<file path="config.mk">
export PLATFORM = sky130hd
export DESIGN_NAME = aes128_key_stepper
export DESIGN_NICKNAME = d
export VERILOG_FILES = /design/src/rtl/aes_kx_pkg.sv /design/src/rtl/aes_kx_subword.sv /design/src/rtl/aes_kx_ctl.sv /design/src/rtl/aes_kx_chain.sv /design/src/rtl/aes128_key_stepper.sv
export SDC_FILE = /design/constraint.sdc
export NUM_CORES = 2
export LEC_CHECK = 0
export CAP_MARGIN = 20
export CORE_UTILIZATION = 40
export DETAILED_ROUTE_END_ITERATION = 16
export GPL_TIMING_DRIVEN = 1
export SLEW_MARGIN = 20
export SYNTH_ARGS = -nofsm -noshare
export SYNTH_HDL_FRONTEND = slang
export SYNTH_SLANG_ARGS = --single-unit
</file>
<file path="constraint.sdc">
create_clock -name clk_i -period 46.9 [get_ports clk_i]
set_input_delay 7.035 -clock clk_i [delete_from_list [all_inputs] [get_ports clk_i]]
set_output_delay 7.035 -clock clk_i [all_outputs]
set_load 0.005 [all_outputs]
</file>
<file path="src/rtl/aes_kx_pkg.sv">
package aes_kx_pkg;
  localparam int BYTE_W = 8;

  // GF(2^8) doubling with reduction polynomial 0x11B
  function automatic logic [7:0] gf_dbl(input logic [7:0] a);
    return {a[6:0], 1'b0} ^ (a[7] ? 8'h1B : 8'h00);
  endfunction

  function automatic logic [7:0] gf_mul(input logic [7:0] a, input logic [7:0] b);
    logic [7:0] acc;
    logic [7:0] sh;
    acc = 8'h00;
    sh  = a;
    for (int i = 0; i < 8; i++) begin
      if (b[i]) acc = acc ^ sh;
      sh = gf_dbl(sh);
    end
    return acc;
  endfunction

  // multiplicative inverse as a^254; zero maps to zero
  function automatic logic [7:0] gf_inv(input logic [7:0] a);
    logic [7:0] r;
    localparam logic [7:0] EXP = 8'hFE;
    r = 8'h01;
    for (int i = 7; i >= 0; i--) begin
      r = gf_mul(r, r);
      if (EXP[i]) r = gf_mul(r, a);
    end
    return r;
  endfunction

  function automatic logic [7:0] sbox_fwd(input logic [7:0] a);
    logic [7:0] v;
    logic [7:0] o;
    v = gf_inv(a);
    o = v ^ {v[6:0], v[7]} ^ {v[5:0], v[7:6]} ^ {v[4:0], v[7:5]} ^ {v[3:0], v[7:4]};
    return o ^ 8'h63;
  endfunction
endpackage

</file>
<file path="src/rtl/aes_kx_subword.sv">
module aes_kx_subword #(
  parameter int WORD_W = 32
) (
  input  logic [WORD_W-1:0] din,
  output logic [WORD_W-1:0] dout
);
  import aes_kx_pkg::*;
  localparam int LANES = WORD_W / BYTE_W;

  for (genvar g = 0; g < LANES; g++) begin : g_lane
    always_comb dout[g*BYTE_W +: BYTE_W] = sbox_fwd(din[g*BYTE_W +: BYTE_W]);
  end
endmodule

</file>
<file path="src/rtl/aes_kx_ctl.sv">
module aes_kx_ctl #(
  parameter int ROUNDS = 10
) (
  input  logic       clk_i,
  input  logic       rst_i,
  input  logic       load_i,
  input  logic       adv_i,
  output logic       step_o,
  output logic [7:0] rcon_o
);
  import aes_kx_pkg::*;
  localparam int RW = $clog2(ROUNDS + 1);
  localparam logic [RW-1:0] LAST = RW'(ROUNDS);

  logic [RW-1:0] round_q;
  logic [7:0]    rcon_q;

  always_comb step_o = adv_i && !load_i && (round_q != LAST);
  always_comb rcon_o = rcon_q;

  always_ff @(posedge clk_i) begin
    if (rst_i) begin
      round_q <= LAST;
      rcon_q  <= 8'h01;
    end else if (load_i) begin
      round_q <= '0;
      rcon_q  <= 8'h01;
    end else if (step_o) begin
      round_q <= round_q + 1'b1;
      rcon_q  <= gf_dbl(rcon_q);
    end
  end

  assert_round_bound_R6: assert property (@(posedge clk_i) disable iff (rst_i)
    round_q <= LAST);
  assert_rcon_restart_R4: assert property (@(posedge clk_i) disable iff (rst_i)
    load_i |=> rcon_q == 8'h01);
  assert_no_step_done_R6: assert property (@(posedge clk_i) disable iff (rst_i)
    (round_q == LAST) |-> !step_o);
endmodule

</file>
<file path="src/rtl/aes_kx_chain.sv">
module aes_kx_chain #(
  parameter int WORD_W = 32,
  parameter int NWORDS = 4
) (
  input  logic [NWORDS*WORD_W-1:0] cur_i,
  input  logic [WORD_W-1:0]        mix_i,
  output logic [NWORDS*WORD_W-1:0] nxt_o
);
  // word k sits at bits [(NWORDS-k)*WORD_W-1 -: WORD_W]
  logic [WORD_W-1:0] w_new [NWORDS];

  for (genvar k = 0; k < NWORDS; k++) begin : g_word
    if (k == 0) begin : g_first
      always_comb w_new[k] = cur_i[(NWORDS-k)*WORD_W-1 -: WORD_W] ^ mix_i;
    end else begin : g_rest
      always_comb w_new[k] = cur_i[(NWORDS-k)*WORD_W-1 -: WORD_W] ^ w_new[k-1];
    end
    always_comb nxt_o[(NWORDS-k)*WORD_W-1 -: WORD_W] = w_new[k];
  end
endmodule

</file>
<file path="src/rtl/aes128_key_stepper.sv">
module aes128_key_stepper #(
  parameter int WORD_W = 32,
  parameter int NWORDS = 4,
  parameter int ROUNDS = 10
) (
  input  logic                     clk_i,
  input  logic                     rst_i,
  input  logic                     load_i,
  input  logic [NWORDS*WORD_W-1:0] key_i,
  input  logic                     adv_i,
  output logic [NWORDS*WORD_W-1:0] rkey_o
);
  import aes_kx_pkg::*;
  localparam int KEY_W = NWORDS * WORD_W;

  logic [KEY_W-1:0]  key_q;
  logic [KEY_W-1:0]  key_nxt;
  logic [WORD_W-1:0] last_w, rot_w, sub_w, mix_w;
  logic [7:0]        rcon;
  logic              step;

  aes_kx_ctl #(.ROUNDS(ROUNDS)) u_ctl (
    .clk_i(clk_i), .rst_i(rst_i), .load_i(load_i), .adv_i(adv_i),
    .step_o(step), .rcon_o(rcon)
  );

  always_comb last_w = key_q[WORD_W-1:0];
  always_comb rot_w  = {last_w[WORD_W-BYTE_W-1:0], last_w[WORD_W-1 -: BYTE_W]};

  aes_kx_subword #(.WORD_W(WORD_W)) u_sub (.din(rot_w), .dout(sub_w));

  always_comb mix_w = sub_w ^ {rcon, {(WORD_W-BYTE_W){1'b0}}};

  aes_kx_chain #(.WORD_W(WORD_W), .NWORDS(NWORDS)) u_chain (
    .cur_i(key_q), .mix_i(mix_w), .nxt_o(key_nxt)
  );

  always_ff @(posedge clk_i) begin
    if (rst_i)       key_q <= '0;
    else if (load_i) key_q <= key_i;
    else if (step)   key_q <= key_nxt;
  end

  always_comb rkey_o = key_q;

  assert_load_copy_R2: assert property (@(posedge clk_i) disable iff (rst_i)
    load_i |=> rkey_o == $past(key_i));
  assert_hold_idle_R5: assert property (@(posedge clk_i) disable iff (rst_i)
    (!load_i && !adv_i) |=> $stable(rkey_o));
  assert_chain_w1_R3: assert property (@(posedge clk_i) disable iff (rst_i)
    step |=> rkey_o[KEY_W-WORD_W-1 -: WORD_W] ==
             ($past(rkey_o[KEY_W-WORD_W-1 -: WORD_W]) ^ rkey_o[KEY_W-1 -: WORD_W]));
  assert_ignore_done_R6: assert property (@(posedge clk_i) disable iff (rst_i)
    (adv_i && !load_i && !step) |=> $stable(rkey_o));
endmodule

</file>
==> impl_metrics.xml <==
<?xml version="1.0" encoding="UTF-8"?>
<metrics>
  <group name="outcome">
    <metric name="run_status" unit="">finished, final reports clean</metric>
  </group>
  <group name="floorplanning">
    <metric name="start_util" unit="%">40.2</metric>
    <metric name="fp.dieArea" unit="mm^2">0.161</metric>
    <metric name="ioPinCount" unit="">260</metric>
    <metric name="core_area" unit="mm^2">0.158</metric>
    <metric name="floorplan.rows" unit="">146</metric>
    <metric name="fp.dieH" unit="um">401</metric>
    <metric name="dieWidth" unit="um">401</metric>
  </group>
  <group name="worst_setup_path">
    <metric name="ff2ff_setup_slack" unit="ps">17880</metric>
    <metric name="kind_of_cell_adding_the_most_delay_to_the_critical_path" unit="">XOR/XNOR gates</metric>
    <metric name="r2r-end" unit="">rkey_o[20]</metric>
    <metric name="startpoint_type" unit="">register</metric>
    <metric name="max_stage_delay" unit="ps">870</metric>
    <metric name="r2r.worst_path.cells" unit="">81</metric>
    <metric name="path_max_fanout" unit="">34</metric>
    <metric name="critical_path_buf_inv_count" unit="">8</metric>
    <metric name="worst-setup-path-type" unit="">reg2reg</metric>
    <metric name="slowest_stage" unit="">sky130_fd_sc_hd__dfxtp_2</metric>
    <metric name="worstPathArrival" unit="ps">29430</metric>
    <metric name="critical_path.reg2reg.startpoint" unit="">rkey_o[14]</metric>
    <metric name="critical_path.endpoint_type" unit="">register</metric>
    <metric name="critPathRequiredTime" unit="ps">47310</metric>
    <metric name="cp_common_cell" unit="">sky130_fd_sc_hd__xnor2_1</metric>
  </group>
  <group name="drt">
    <metric name="dr.pass1.iters" unit="">8</metric>
    <metric name="vias" unit="">58800</metric>
    <metric name="post-route-drc-count" unit="">0</metric>
    <metric name="detail_route.wl_per_cell" unit="um">22.8</metric>
    <metric name="avgViaCountPerCell" unit="">5.88</metric>
    <metric name="drt-initial-drc-count" unit="">6662</metric>
    <metric name="drtAntennaViolNets" unit="">0</metric>
    <metric name="routed_wl" unit="mm">228</metric>
  </group>
  <group name="final_layout">
    <metric name="fillerInstances" unit="">15800</metric>
    <metric name="combined_area_of_the_multi_input_logic_cells" unit="mm^2">0.0580</metric>
    <metric name="layout-drive-gt1-share" unit="%">6.94</metric>
    <metric name="finish.net_count" unit="">8076</metric>
    <metric name="register_area" unit="mm^2">0.00284</metric>
    <metric name="area_delta_synth_final" unit="%">7.56</metric>
  </group>
  <group name="timing">
    <metric name="timing.final.hold_violations" unit="">0</metric>
    <metric name="finalSetupTns" unit="ps">0</metric>
    <metric name="slew_headroom" unit="%">21.6</metric>
    <metric name="fin_crit" unit="ps">29020</metric>
    <metric name="post-route-period-util" unit="%">61.9</metric>
    <metric name="finalSetupViolations" unit="">0</metric>
    <metric name="grt_setup_unrepaired" unit="">false</metric>
    <metric name="worst_clock_skew" unit="ps">44.1</metric>
    <metric name="slew_viol_final" unit="">0</metric>
    <metric name="max_slew.worst_pin.slew" unit="ps">1160</metric>
    <metric name="postLayoutSetupSlackWorst" unit="ps">17880</metric>
    <metric name="timing.fmax" unit="GHz">0.0345</metric>
  </group>
  <group name="global_routing">
    <metric name="first_global_vias" unit="">54800</metric>
    <metric name="globalRoute.totalOverflow" unit="">0</metric>
    <metric name="grt.total_usage" unit="%">27.2</metric>
    <metric name="grt_max_degree" unit="">69</metric>
    <metric name="grt_antenna_before_repair" unit="">20</metric>
    <metric name="grt_first_pass_wirelength" unit="mm">344</metric>
  </group>
  <group name="logic_synthesis">
    <metric name="yosysWarnings" unit="">0</metric>
    <metric name="synth_top_flop_cell" unit="">sky130_fd_sc_hd__dfxtp_1</metric>
    <metric name="xor_xnor_share_of_the_synthesized_area" unit="%">51.1</metric>
    <metric name="synth_nets" unit="">8203</metric>
    <metric name="synth_enable_flop_cells" unit="">0</metric>
    <metric name="synth.top_cells.by_area" unit="">sky130_fd_sc_hd__xnor2_1, sky130_fd_sc_hd__xnor3_1, sky130_fd_sc_hd__xor2_1</metric>
    <metric name="ys_seq_area_share" unit="%">4.40</metric>
    <metric name="synth_top_family_by_area" unit="">XOR/XNOR gates</metric>
    <metric name="synthArstFlopShare" unit="%">0</metric>
    <metric name="synth_area" unit="mm^2">0.0636</metric>
    <metric name="synth_top_cell_area_share" unit="%">20.3</metric>
    <metric name="yosys-top-cells-count" unit="">sky130_fd_sc_hd__xnor2_1, sky130_fd_sc_hd__nand2_1, sky130_fd_sc_hd__nor2_1</metric>
    <metric name="synth_seq_cells" unit="">140</metric>
    <metric name="yosysMostFrequentCell" unit="">sky130_fd_sc_hd__xnor2_1</metric>
    <metric name="muxShareOfSynthArea" unit="%">5.55</metric>
    <metric name="synth_compound_gate_area_share" unit="%">15.8</metric>
    <metric name="post_synthesis_instance_total" unit="">8041</metric>
    <metric name="yosys.area.top_type" unit="">sky130_fd_sc_hd__xnor2_1</metric>
    <metric name="synth_simple_gate_area_share" unit="%">17.8</metric>
    <metric name="synthesized_area_per_cell" unit="um^2">7.91</metric>
    <metric name="synth_cell_types" unit="">117</metric>
    <metric name="synth_adder_area_share" unit="%">0.590</metric>
  </group>
  <group name="cts">
    <metric name="h-tree-depth" unit="">4</metric>
    <metric name="cts_max_path_buffers" unit="">2</metric>
    <metric name="post-cts-setup-buffer-count" unit="">0</metric>
    <metric name="clk-insertion-delay-late" unit="ps">550</metric>
    <metric name="cts_num_sinks" unit="">140</metric>
    <metric name="root_driver" unit="">sky130_fd_sc_hd__clkbuf_16</metric>
    <metric name="clk_pin_slew_worst_paths" unit="ps">80</metric>
    <metric name="cts.repair.resized" unit="">0</metric>
    <metric name="ctsHoldBuffers" unit="">0</metric>
    <metric name="cts_tree" unit="">yes</metric>
    <metric name="cts_made_buffers" unit="">17</metric>
  </group>
  <group name="hold_path">
    <metric name="hold_path_class" unit="">reg2reg</metric>
    <metric name="min_to" unit="">u_ctl.rcon_o[7]</metric>
    <metric name="hold_depth" unit="">2</metric>
    <metric name="min-delay-start" unit="">u_ctl.rcon_o[6]</metric>
  </group>
  <group name="placement">
    <metric name="place_worst_setup_slack" unit="ps">17610</metric>
    <metric name="placement.io_buffers" unit="">259</metric>
    <metric name="gpl.final_weighted_congestion" unit="">0.946</metric>
    <metric name="place_hpwl" unit="mm">166</metric>
  </group>
  <group name="flow_run">
    <metric name="max_cap_viol_count" unit="">0</metric>
  </group>
</metrics>
-- cell usage in the layout (no fill, tap or decap), drive strengths merged, types with 122 or more instances in the layout --
| cell | Yosys | routed |
|---|---|---|
| xnor3 | 448 | 448 |
| xor2 | 610 | 610 |
| clkdlybuf4s50 | 0 | 257 |
| a21oi | 369 | 369 |
| nand3 | 154 | 154 |
| xnor2 | 1550 | 1550 |
| dfxtp | 140 | 140 |
| mux2i | 267 | 267 |
| nand2 | 1084 | 1084 |
| o21ai | 363 | 363 |
| nor2 | 805 | 805 |
| a22oi | 126 | 126 |
| nor3 | 134 | 134 |
| buf | 246 | 182 |
| inv | 116 | 122 |
-- cells by family after synthesis --
kind of cell	count (synthesis)
xor+xnor	2714
simple gates	2592
compound gates	1509
buf+inv	716
mux	340
flops	140
fa+ha+maj	30
-- worst reg2reg max path, delay by kind of cell, from the launching register on --
kind            cells  cell delay, ps
xor+xnor           43           18140
simple gates       15            2990
buf+inv             8            2530
fa+ha+maj           5            2030
compound gates      8            1760
flops               1             870
mux                 2             540
-- registers in the layout (all words and copies together) (netlist names) --
| register | count |
|---|---|
| rkey_o | 128 |
| u_ctl.rcon_o | 8 |
| u_ctl.round_q | 4 |
-- area by class of cell --
type | count | area share, %
Clock inverter | 14 | 0.260
Inverter | 131 | 0.722
Multi-Input combinational cell | 7185 | 84.7
Timing Repair Buffer | 439 | 5.75
Clock buffer | 18 | 0.642
Tap cell | 2072 | 3.79
Antenna cell | 4 | 0.0146
Sequential cell | 140 | 4.15
-- worst max-delay path by stage --
| stage | cells after the start | slack, ps | end | from |
|---|---|---|---|---|
| after CTS | 79 | 17510 | rkey_o[85] | rkey_o[14] |
| after global routing | 80 | 15960 | rkey_o[85] | rkey_o[14] |
| final | 81 | 17880 | rkey_o[20] | rkey_o[14] |
| after detailed placement | 81 | 17610 | rkey_o[18] | rkey_o[14] |
| after floorplan | 87 | 23320 | rkey_o[13] | rkey_o[0] |
| after global placement | 81 | 17570 | rkey_o[20] | rkey_o[14] |
-- metrics by stage --
step / hold WS, ps / util (%) / cell area, um^2 / cells
2_1_floorplan: 457 / - / 63600 / 8041
3_3_place_gp: 478 / 42.8 / 67700 / 9967
3_5_place_dp: 484 / 42.8 / 67800 / 9967
4_1_cts: 492 / 43.2 / 68400 / 9999
5_1_grt: 508 / 43.3 / 68400 / 9999
6_report: 484 / 43.3 / 68400 / 10000
-- routing by layer --
layer / global-route usage (%) / up-vias / wire length, um
li1: - / 27400 / -
met1: 39.2 / 28500 / 102000
met2: 41.1 / 2651 / 97900
met3: 5.44 / 271 / 22600
met4: 7.13 / 12 / 5570
met5: 0 / - / 73
Power is left out: the tool's default activity adds up to more than one toggle a clock period on the data nets, which glitch-free logic cannot reach.
